### src/rtl/irq_route_pkg.sv
package irq_route_pkg;
    // Byte offsets of the register windows; the route window holds one
    // word per group of eight inputs, highest group first.
    localparam logic [7:0] OFF_MASK       = 8'h00;
    localparam logic [7:0] OFF_STATUS     = 8'h04;
    localparam logic [7:0] OFF_ROUTE_BASE = 8'h08;
    localparam int unsigned WORD_BYTES    = 4;
endpackage

### src/rtl/irq_sync.sv
module irq_sync #(
    parameter int unsigned W      = 32,
    parameter int unsigned STAGES = 2
) (
    input  logic         clk,
    input  logic         rst_n,
    input  logic [W-1:0] async_in,
    output logic [W-1:0] sync_out
);
    logic [STAGES-1:0][W-1:0] chain_d, chain_q;

    generate
        for (genvar s = 0; s < STAGES; s++) begin : g_stage
            if (s == 0) begin : g_first
                assign chain_d[s] = async_in;
            end else begin : g_next
                assign chain_d[s] = chain_q[s-1];
            end
        end
    endgenerate

    always_ff @(posedge clk or negedge rst_n) begin
        if (!rst_n) chain_q <= '0;
        else        chain_q <= chain_d;
    end

    assign sync_out = chain_q[STAGES-1];
endmodule

### src/rtl/irq_regfile.sv
module irq_regfile
    import irq_route_pkg::*;
#(
    parameter int unsigned N_IN   = 32,
    parameter int unsigned CODE_W = 4,
    parameter int unsigned ADDR_W = 8
) (
    input  logic                     clk,
    input  logic                     rst_n,
    input  logic [ADDR_W-1:0]        addr,
    input  logic                     wr_en,
    input  logic [N_IN-1:0]          wr_data,
    input  logic                     rd_en,
    input  logic [N_IN-1:0]          status,
    output logic [N_IN-1:0]          mask,
    output logic [N_IN*CODE_W-1:0]   codes,
    output logic [N_IN-1:0]          rd_data
);
    localparam int unsigned FIELDS     = N_IN / CODE_W;
    localparam int unsigned ROUTE_REGS = (N_IN * CODE_W) / N_IN;
    localparam int unsigned IDX_W      = (ROUTE_REGS > 1) ? $clog2(ROUTE_REGS) : 1;

    typedef struct packed {
        logic [N_IN-1:0]                  mask;
        logic [ROUTE_REGS-1:0][N_IN-1:0]  route;
        logic [N_IN-1:0]                  rd_data;
    } rf_state_t;

    rf_state_t st_d, st_q;

    logic              hit_mask, hit_status, hit_route;
    logic [ADDR_W-1:0] route_rel;
    logic [IDX_W-1:0]  route_idx;

    // Address decode
    always_comb begin
        hit_mask   = (addr == ADDR_W'(OFF_MASK));
        hit_status = (addr == ADDR_W'(OFF_STATUS));
        route_rel  = addr - ADDR_W'(OFF_ROUTE_BASE);
        hit_route  = (addr >= ADDR_W'(OFF_ROUTE_BASE))
                   && (route_rel < ADDR_W'(ROUTE_REGS * WORD_BYTES))
                   && (route_rel[1:0] == 2'b00);
        route_idx  = route_rel[IDX_W+1:2];
    end

    // Next-state computation
    always_comb begin
        st_d = st_q;
        if (wr_en) begin
            if (hit_mask)  st_d.mask = wr_data;
            if (hit_route) st_d.route[route_idx] = wr_data;
        end
        if (rd_en) begin
            st_d.rd_data = '0;
            if (hit_mask)   st_d.rd_data = st_q.mask;
            if (hit_status) st_d.rd_data = status;
            if (hit_route)  st_d.rd_data = st_q.route[route_idx];
        end
    end

    always_ff @(posedge clk or negedge rst_n) begin
        if (!rst_n) st_q <= '0;
        else        st_q <= st_d;
    end

    // Unpack the reversed word order into one code per input
    generate
        for (genvar n = 0; n < N_IN; n++) begin : g_code
            assign codes[n*CODE_W +: CODE_W] =
                st_q.route[ROUTE_REGS-1-(n/FIELDS)][CODE_W*(n%FIELDS) +: CODE_W];
        end
    endgenerate

    assign mask    = st_q.mask;
    assign rd_data = st_q.rd_data;

    // The mask only moves on a write aimed at its offset
    assert_mask_hold_R2: assert property (@(posedge clk) disable iff (!rst_n)
        !$past(wr_en && hit_mask) |-> $stable(st_q.mask));

    // Routing words only move on a write inside the route window
    assert_route_hold_R3: assert property (@(posedge clk) disable iff (!rst_n)
        !$past(wr_en && hit_route) |-> $stable(st_q.route));

    // Reads outside the map return zero
    assert_unmapped_zero_R9: assert property (@(posedge clk) disable iff (!rst_n)
        $past(rd_en && !(hit_mask || hit_status || hit_route)) |-> (rd_data == '0));

    // Read data holds between reads
    assert_rdata_hold_R10: assert property (@(posedge clk) disable iff (!rst_n)
        !$past(rd_en) |-> $stable(rd_data));
endmodule

### src/rtl/irq_route_merge.sv
module irq_route_merge #(
    parameter int unsigned N_IN   = 32,
    parameter int unsigned CODE_W = 4,
    parameter int unsigned N_OUT  = 15
) (
    input  logic                    clk,
    input  logic                    rst_n,
    input  logic [N_IN-1:0]         status,
    input  logic [N_IN-1:0]         mask,
    input  logic [N_IN*CODE_W-1:0]  codes,
    output logic [N_OUT-1:0]        irq_out
);
    typedef struct packed {
        logic [N_OUT-1:0] lines;
    } mg_state_t;

    mg_state_t st_d, st_q;

    logic [N_IN-1:0]             pending;
    logic [N_OUT-1:0][N_IN-1:0]  sel;

    assign pending = status & mask;

    // Decoder matrix: sel[k][n] marks input n as carrying code k+1
    generate
        for (genvar k = 0; k < N_OUT; k++) begin : g_line
            for (genvar n = 0; n < N_IN; n++) begin : g_src
                assign sel[k][n] = (codes[n*CODE_W +: CODE_W] == CODE_W'(k + 1));
            end
        end
    endgenerate

    always_comb begin
        st_d = st_q;
        for (int k = 0; k < N_OUT; k++) begin
            st_d.lines[k] = |(pending & sel[k]);
        end
    end

    always_ff @(posedge clk or negedge rst_n) begin
        if (!rst_n) st_q <= '0;
        else        st_q <= st_d;
    end

    assign irq_out = st_q.lines;

    // With every code zero, no line can rise
    assert_code_zero_silent_R6: assert property (@(posedge clk) disable iff (!rst_n)
        $past(codes == '0) |-> (irq_out == '0));

    // A high line needs some pending source one cycle earlier
    assert_line_has_source_R5: assert property (@(posedge clk) disable iff (!rst_n)
        (irq_out != '0) |-> $past(pending != '0));
endmodule

### src/rtl/irq_route_ctrl.sv
module irq_route_ctrl
    import irq_route_pkg::*;
#(
    parameter int unsigned N_IN        = 32,
    parameter int unsigned CODE_W      = 4,
    parameter int unsigned ADDR_W      = 8,
    parameter int unsigned SYNC_STAGES = 2
) (
    input  logic                      clk,
    input  logic                      rst_n,
    input  logic [N_IN-1:0]           irq_in,
    input  logic [ADDR_W-1:0]         bus_addr,
    input  logic                      bus_wr,
    input  logic [N_IN-1:0]           bus_wdata,
    input  logic                      bus_rd,
    output logic [N_IN-1:0]           bus_rdata,
    output logic [(2**CODE_W)-2:0]    irq_out
);
    localparam int unsigned N_OUT = (2 ** CODE_W) - 1;

    logic [N_IN-1:0]        level_sync;
    logic [N_IN-1:0]        mask_w;
    logic [N_IN*CODE_W-1:0] codes_w;

    irq_sync #(
        .W      (N_IN),
        .STAGES (SYNC_STAGES)
    ) u_sync (
        .clk      (clk),
        .rst_n    (rst_n),
        .async_in (irq_in),
        .sync_out (level_sync)
    );

    irq_regfile #(
        .N_IN   (N_IN),
        .CODE_W (CODE_W),
        .ADDR_W (ADDR_W)
    ) u_regs (
        .clk     (clk),
        .rst_n   (rst_n),
        .addr    (bus_addr),
        .wr_en   (bus_wr),
        .wr_data (bus_wdata),
        .rd_en   (bus_rd),
        .status  (level_sync),
        .mask    (mask_w),
        .codes   (codes_w),
        .rd_data (bus_rdata)
    );

    irq_route_merge #(
        .N_IN   (N_IN),
        .CODE_W (CODE_W),
        .N_OUT  (N_OUT)
    ) u_merge (
        .clk     (clk),
        .rst_n   (rst_n),
        .status  (level_sync),
        .mask    (mask_w),
        .codes   (codes_w),
        .irq_out (irq_out)
    );

    // Leaving reset, the outputs are quiet
    assert_reset_quiet_R1: assert property (@(posedge clk) disable iff (!rst_n)
        $past(!rst_n) |-> (irq_out == '0));

    // A fully closed mask keeps every line low on the following edge
    assert_mask_blocks_R7: assert property (@(posedge clk) disable iff (!rst_n)
        (irq_out != '0) |-> $past(mask_w != '0));
endmodule

### config.mk
export PLATFORM = sky130hd
export DESIGN_NAME = irq_route_ctrl
export DESIGN_NICKNAME = d
export VERILOG_FILES = /design/src/rtl/irq_route_pkg.sv /design/src/rtl/irq_sync.sv /design/src/rtl/irq_regfile.sv /design/src/rtl/irq_route_merge.sv /design/src/rtl/irq_route_ctrl.sv
export SDC_FILE = /design/constraint.sdc
export NUM_CORES = 1
export LEC_CHECK = 0
export ABC_CLOCK_PERIOD_IN_PS = 2300
export BUFFER_PORTS_ARGS = -buffer_cell sky130_fd_sc_hd__buf_2
export CAP_MARGIN = 25
export CORE_UTILIZATION = 43
export CTS_CLUSTER_SIZE = 8
export DETAILED_ROUTE_END_ITERATION = 8
export SYNTH_ARGS = -nofsm -noshare
export SYNTH_HDL_FRONTEND = slang
export SYNTH_SLANG_ARGS = --single-unit
### constraint.sdc
create_clock -name clk -period 2.3 [get_ports clk]
set_input_delay 0.345 -clock clk [delete_from_list [all_inputs] [get_ports clk]]
set_output_delay 0.345 -clock clk [all_outputs]
set_load 0.01 [all_outputs]
# Word level (Yosys, flattened, before mapping)

Index checks and enable logic that the tools add are counted.

Register bits after elaboration: 271
Bits in latches: 0
Bits in writable memories: 0
ROM bits: 0
Bits of input ports: 76
Output and inout bits: 47
Word-level logic and storage cells: 541
Memories: 0

$add $sub $neg: 1
Multipliers: 0
Divide/modulo/power cells: 0
Order comparisons: 4
Eq/ne operators: 481
Shifts and indexed selects: 0
Muxes and demuxes: 8
Bitwise logic cells: 16
Reductions and logical operators: 22

Operators with widths:

| kind                                                                                 | count |
|---|---|
| 4-bit == test (second input constant)                                                | 256 |
| 32-bit AND                                                                           | 16 |
| 4-bit by 3-bit == test with 1-bit output (second input constant)                     | 128 |
| 32-bit OR reduction                                                                  | 15 |
| 4-bit by 2-bit == test with 1-bit output (second input constant)                     | 64 |
| 32-bit 2-to-1 mux                                                                    | 5 |
| 128-bit bitwise mux                                                                  | 1 |
| 4-bit by 1-bit == test with 1-bit output (second input constant)                     | 32 |
| 32-bit binary-select mux with 2-bit select                                           | 1 |
| 32-bit demux with 2-bit select                                                       | 1 |
| 8-bit by 3-bit == test with 1-bit output (second input constant)                     | 1 |
| 8-bit by 4-bit greater-or-equal comparator with 1-bit output (second input constant) | 1 |
| 8-bit logical NOT                                                                    | 1 |
| 8-bit by 5-bit < comparator with 1-bit output (second input constant)                | 1 |
| 8-bit by 4-bit subtractor with 8-bit output (second input constant)                  | 1 |
| 2-bit AND reduction                                                                  | 2 |
| 1-bit logical AND                                                                    | 3 |
| 2-bit by 3-bit < comparator with 1-bit output (second input constant)                | 1 |
| 2-bit by 1-bit greater-or-equal comparator with 1-bit output (second input constant) | 1 |
| 2-bit logical NOT                                                                    | 1 |

# Longest topological paths before layout

Depth in word-level cells: 6
Mapped depth: 9
Gate-level depth less buffers: 7

# Cells and area by module

Synthesis repeated with hierarchy kept, for this count alone.

Cell total of the unflattened synthesis: 1349
Area, all modules: 15150.8 µm²

Modules (own cells, without submodules):

| module          | times used | cells an instance | area each (µm²) | seq. area each (µm²) |
|---|---|---|---|---|
| irq_regfile     | 1          | 571               | 8907.3          | 4804.6 |
| irq_route_merge | 1          | 714               | 4642.0          | 375.4 |
| irq_sync        | 1          | 64                | 1601.5          | 1601.5 |

# Worst setup path before layout

OpenSTA, ideal clock, no wires.

Path type: input-to-reg
Start point: in bus_addr[3]
End point: reg u_regs.st_q (netlist bit u_regs.codes[100])
Library setup time: 125 ps
Data arrival time: 2382 ps
Required time: 2175 ps
Setup slack: -207 ps
Stages on the path: 9
Path buffers: 2
Path through: buf_2 > inv_1 > ha_1 > or2_1 > o21ai_2 > o211ai_4 > nor4b_4 > buf_6 > mux2_4

Longest elaborated chain between the ends: 6
Elaborated cells on any way between the ends: 12
Those cells by class: add/sub (1); order compare (4); mux (3); reduce/logical (4)

RTL lines:

| item                                                                                                                                                | RTL line             | text |
|---|---|---|
| start, declared                                                                                                                                     | irq_route_ctrl.sv:12 | `input logic [ADDR_W-1:0] bus_addr,` |
| 8-bit by 4-bit subtractor with 8-bit output                                                                                                         | irq_regfile.sv:39    | `route_rel = addr - ADDR_W'(OFF_ROUTE_BASE);` |
| 2-bit by 3-bit < comparator with 1-bit output (implied by the code) or 2-bit by 1-bit greater-or-equal comparator with 1-bit output (tied branches) | irq_regfile.sv:51    | `if (hit_route) st_d.route[route_idx] = wr_data;` |
| 1-bit logical AND (implied by the code)                                                                                                             | irq_regfile.sv:51    |  |
| 32-bit 2-to-1 mux (implied by the code)                                                                                                             | irq_regfile.sv:51    |  |
| 32-bit demux with 2-bit select                                                                                                                      | --                   |  |
| 128-bit bitwise mux                                                                                                                                 | irq_regfile.sv:51    |  |
| end signal, assigned                                                                                                                                | irq_regfile.sv:63    | `else st_q <= st_d;` |
| end, declared                                                                                                                                       | irq_regfile.sv:29    | `rf_state_t st_d, st_q;` |

Several ways; a longest one is shown, not always the timed one.
A chain may end at the register's enable or synchronous reset.

==> results by stage <==
STA:
- The worst pin sits at a relative slew slack of 0.201.
- The slew of the pin with the lowest slew margin is 1.19 ns.
- The count of final max-slew check failures is 0.
- The count of final hold-check violations is 0.
- The worst-case clock skew is 0.0217 ns.
- After layout, the minimum clock period comes to 2.35 ns.
- Setup slack on the critical path of the routed design comes to -0.0548 ns.
- Derived from the worst setup path, the maximum achievable clock frequency is 425 MHz.
- The number of setup violations in the final report is 2.
- Of the available clock period, the critical path in the final layout requires 1.02.

GRT:
- The via count of the first global-routing pass came to 16,700.
- Global routing finished with a remaining overflow of 0.
- The global-route wire length before repair is 128,000 microns.
- The combined global-route utilization of all metal layers is 0.519.
- The initial antenna violation count is 4.
- Entering global routing, the biggest net connects 71 pins.

Setup path:
- The largest single stage delay on the critical path is 0.58 ns.
- The slowest cell on the critical path is dfrtp_1.
- The nature of the critical path endpoint is a register.
- STA classifies the critical path startpoint as a register.
- The critical path goes through nand4b_1 -> o22ai_1 -> or4_1 -> nor3_1 -> buf_4 -> nand4_1.
- For the worst setup path, the data arrival time is 2.73 ns.
- The worst-path maximum fanout is 6.
- The category of the most critical setup path is reg -> reg.
- For the worst setup path, the data required time is 2.67 ns.

Routing:
- Dividing the detail-routed via count by the number of cells gives 7.17.
- The first routing iteration left 2,807 violations.
- The routed length per placed instance is 38.8 microns.
- The number of search-and-repair iterations in the first detailed-routing pass is 6.
- The final wirelength is 92,600 microns.
- For this run, design rule violations remaining after detail routing come to 0.
- The number of vias after detailed routing is 17,100.
- The remaining number of nets flagged by the antenna check after routing is 0.

Floorplanning:
- The area of the core is 34,500 sq um.
- 123 I/O pins were placed.
- The die area is 35,600 sq um.
- In this run the core area contains 68 standard-cell rows.
- The floorplan step set the die height to 189 microns.
- From left edge to right edge, the die measures 189 microns.
- The effective utilization at floorplan is 0.435.

Pwr:
- The internal power is 0.00906 W.
- The share of total power dissipated in combinational logic is 0.164.
- The share of total power dissipated in sequential elements is 0.431.
- The standby leakage power is 9.30 nW.
- The share of total power dissipated in the clock network is 0.405.
- The power dissipated by switching net loads is 0.00361 W.
- The maximum resistive drop on vdd is 0.916 mV.
- The switching portion of total power is 0.285.
- The total power density per cell area is 603 nW/um^2.
- After layout, the design draws a total of 0.0127 W.

Logic synthesis:
- The average size of a mapped cell is 11.2 sq um.
- The total of warnings raised by yosys is 0.
- The cell taking the most area after synthesis is dfrtp_1.
- In the post-synthesis netlist, the biggest area contributors are dfrtp_1 45%, mux2_2 7.2%, mux2_4 6.0%.
- Counting flops with an async set or reset pin after synthesis yields a share of 1.00.
- When the netlist entered floorplanning its net count stood at 1,412.
- Of the synthesized area, sequential elements account for 0.453.
- Summing every instance area after synthesis gives 15,000 sq um.
- The number of synthesized flops with an enable pin is 0.
- After synthesis the netlist holds a flip-flop and latch count of 271.
- Synthesis handed over a netlist of 1,335 instances.
- The share of synthesized area in the top cell type comes to 0.453.
- The count of cell types in the netlist is 53.
- In the synthesized netlist the dominant register cell turns out to be dfrtp_1.

Placement:
- The total instance count after detailed placement is 2,307.
- During placement, the flow inserted port buffers numbering 122.
- The placer's final routability congestion estimate is 1.19.
- Summing all placed instances gives a cell area of 19,600 sq um.
- The HPWL after detailed placement is 74,000 microns.
- Timing analysis after detailed placement gives a worst setup slack of -0.282 ns.

Layout:
- The final layout net count is 2,008.
- After filler insertion, the fill cell instance count of the layout stands at 2,746.
- From synthesis to final layout, the design area changed by 40.4%.
- At the end of the flow the core is filled with cells to 0.611.
- With fillers left out, the area of the finished cells amounts to 21,000 sq um.
- In the final layout, the multi-input gates occupy 8010 sq um.
- In the layout the commonest cells are 433 x buf_4, 261 x dfrtp_1, 130 x nor4_1.
- The share of layout cells above drive strength 1 is 0.435.
- In the final layout, flip-flops and latches occupy 6790 sq um.
- The number of cells in the finished layout apart from fillers is 2,390.
- The most frequent standard cell in the layout excluding fill and tap cells is buf_4.

Outcome:
- The run finished, with violations left.
- The checks that failed: setup timing.

Clock network:
- The CTS root buffer is clkbuf_16.
- In this run the number of H-tree levels came out at 2.
- The clock input transition at the sequential cells of the worst setup and hold paths is 0.05 ns.
- The number of clock buffers added by TritonCTS is 39.
- At the later pin of the worst-skew pair, clock insertion delay measures 0.56 ns.
- The clock passes through at most 3 buffers.
- The clock sink total is 271.
- TritonCTS built the clock tree.

Job:
- The tool flagged a number of max-cap violations equal to 0.

Min path:
- The min-delay analysis places its worst path in the category in -> reg.
power by group through the flow:
| stage | logic, W | clock network [W] | registers, W |
|---|---|---|---|
| floorplan | 0.000662 | 0 | 0.00544 |
| global placement | 0.00187 | 0 | 0.00549 |
| detailed placement | 0.00192 | 0 | 0.00550 |
| CTS | 0.00198 | 0.00513 | 0.00544 |
| global route | 0.00212 | 0.00531 | 0.00548 |
| finish | 0.00207 | 0.00514 | 0.00547 |
cells by family (layout without fill, tap and decap cells):
group,count (synthesis),after routing,synth area share
mux,192,192,0.183
flops,271,271,0.453
simple gates,557,557,0.223
other cells,0,2,0
fa+ha+maj,1,1,0.000835
compound gates,254,254,0.122
buf+inv,60,658,0.0190
worst paths after layout:
check	start	to	slack, ns	depth (start not counted)
setup / recovery	u_regs.mask[26]$_DFFE_PN0P_	u_merge.irq_out[4]$_DFF_PN0_	-0.05	6
hold / removal	bus_wdata[23]	u_regs.codes[55]$_DFFE_PN0P_	0.08	2
setup reg to reg	u_regs.mask[26]$_DFFE_PN0P_	u_merge.irq_out[4]$_DFF_PN0_	-0.05	6
hold reg to reg	u_sync.chain_d[50]$_DFF_PN0_	u_sync.sync_out[18]$_DFF_PN0_	0.34	0
max in group asynchronous	rst_n	u_regs.mask[12]$_DFFE_PN0P_	1.15	3
min in group asynchronous	rst_n	u_sync.sync_out[0]$_DFF_PN0_	0.35	2
cells in the mapped netlist (all sizes together), types with 4 or more instances:
cell type / number
a221oi: 31
and3: 6
buf: 22
clkbuf: 31
dfrtp: 271
inv: 7
mux2: 160
mux4: 32
nand2: 73
nand2b: 62
nand3: 7
nand4: 45
nand4b: 63
nor2: 34
nor3: 99
nor4: 135
o21ai: 35
o22ai: 120
o2bb2ai: 30
o32ai: 16
or3: 4
or4: 14
per-stage QoR:
step,setup TNS [ns],hold slack [ns]
finish,-0.0668,0.0848
global route,-0.00157,0.0984
CTS,0,0.0778
detailed placement,-9.64,0.336
global placement,-5.04,0.331
floorplan,-0.683,0.0494
worst max-delay path, delay by kind of cell (launching register included):
family                 cells  cell delay, ns
AO/OA/AOI/OAI              1            0.15
buffers and inverters      1            0.17
flip-flops                 1            0.58
AND/OR/NAND/NOR            4            1.26
routing by layer:
| metal | wire length [microns] | GRT usage | vias to the layer above |
|---|---|---|---|
| met5 | 23 | 0 | - |
| met4 | 8110 | 0.365 | 4 |
| met3 | 10900 | 0.130 | 401 |
| met2 | 39300 | 0.773 | 1536 |
| met1 | 34300 | 0.659 | 8542 |
| li1 | - | - | 6653 |
sequential cells by signal, indices dropped and copies added, names as in the netlist:
| name | count |
|---|---|
| u_sync.chain_d | 32 |
| u_regs.codes | 128 |
| u_merge.irq_out | 15 |
| u_regs.rd_data | 32 |
| u_sync.sync_out | 32 |
| u_regs.mask | 32 |
repair_timing:
action | in CTS | in global routing
setup endpoints to repair | 5 | 7
hold buffers | 33 | 0
resized for setup | 7 | 16
endpoints found under the hold margin | 91 | 0
pin swaps | 4 | 7
buffers inserted | 3 | 2
final cells by class:
type,count,share of cell area
Multi-Input combinational cell,1004,0.381
Timing Repair Buffer,608,0.219
Clock buffer,41,0.0478
Sequential cell,271,0.323
Clock inverter,2,0.00119
Tap cell,455,0.0271
Antenna cell,2,0.000238
Inverter,7,0.00161
Power figures use the tool's default switching activity.
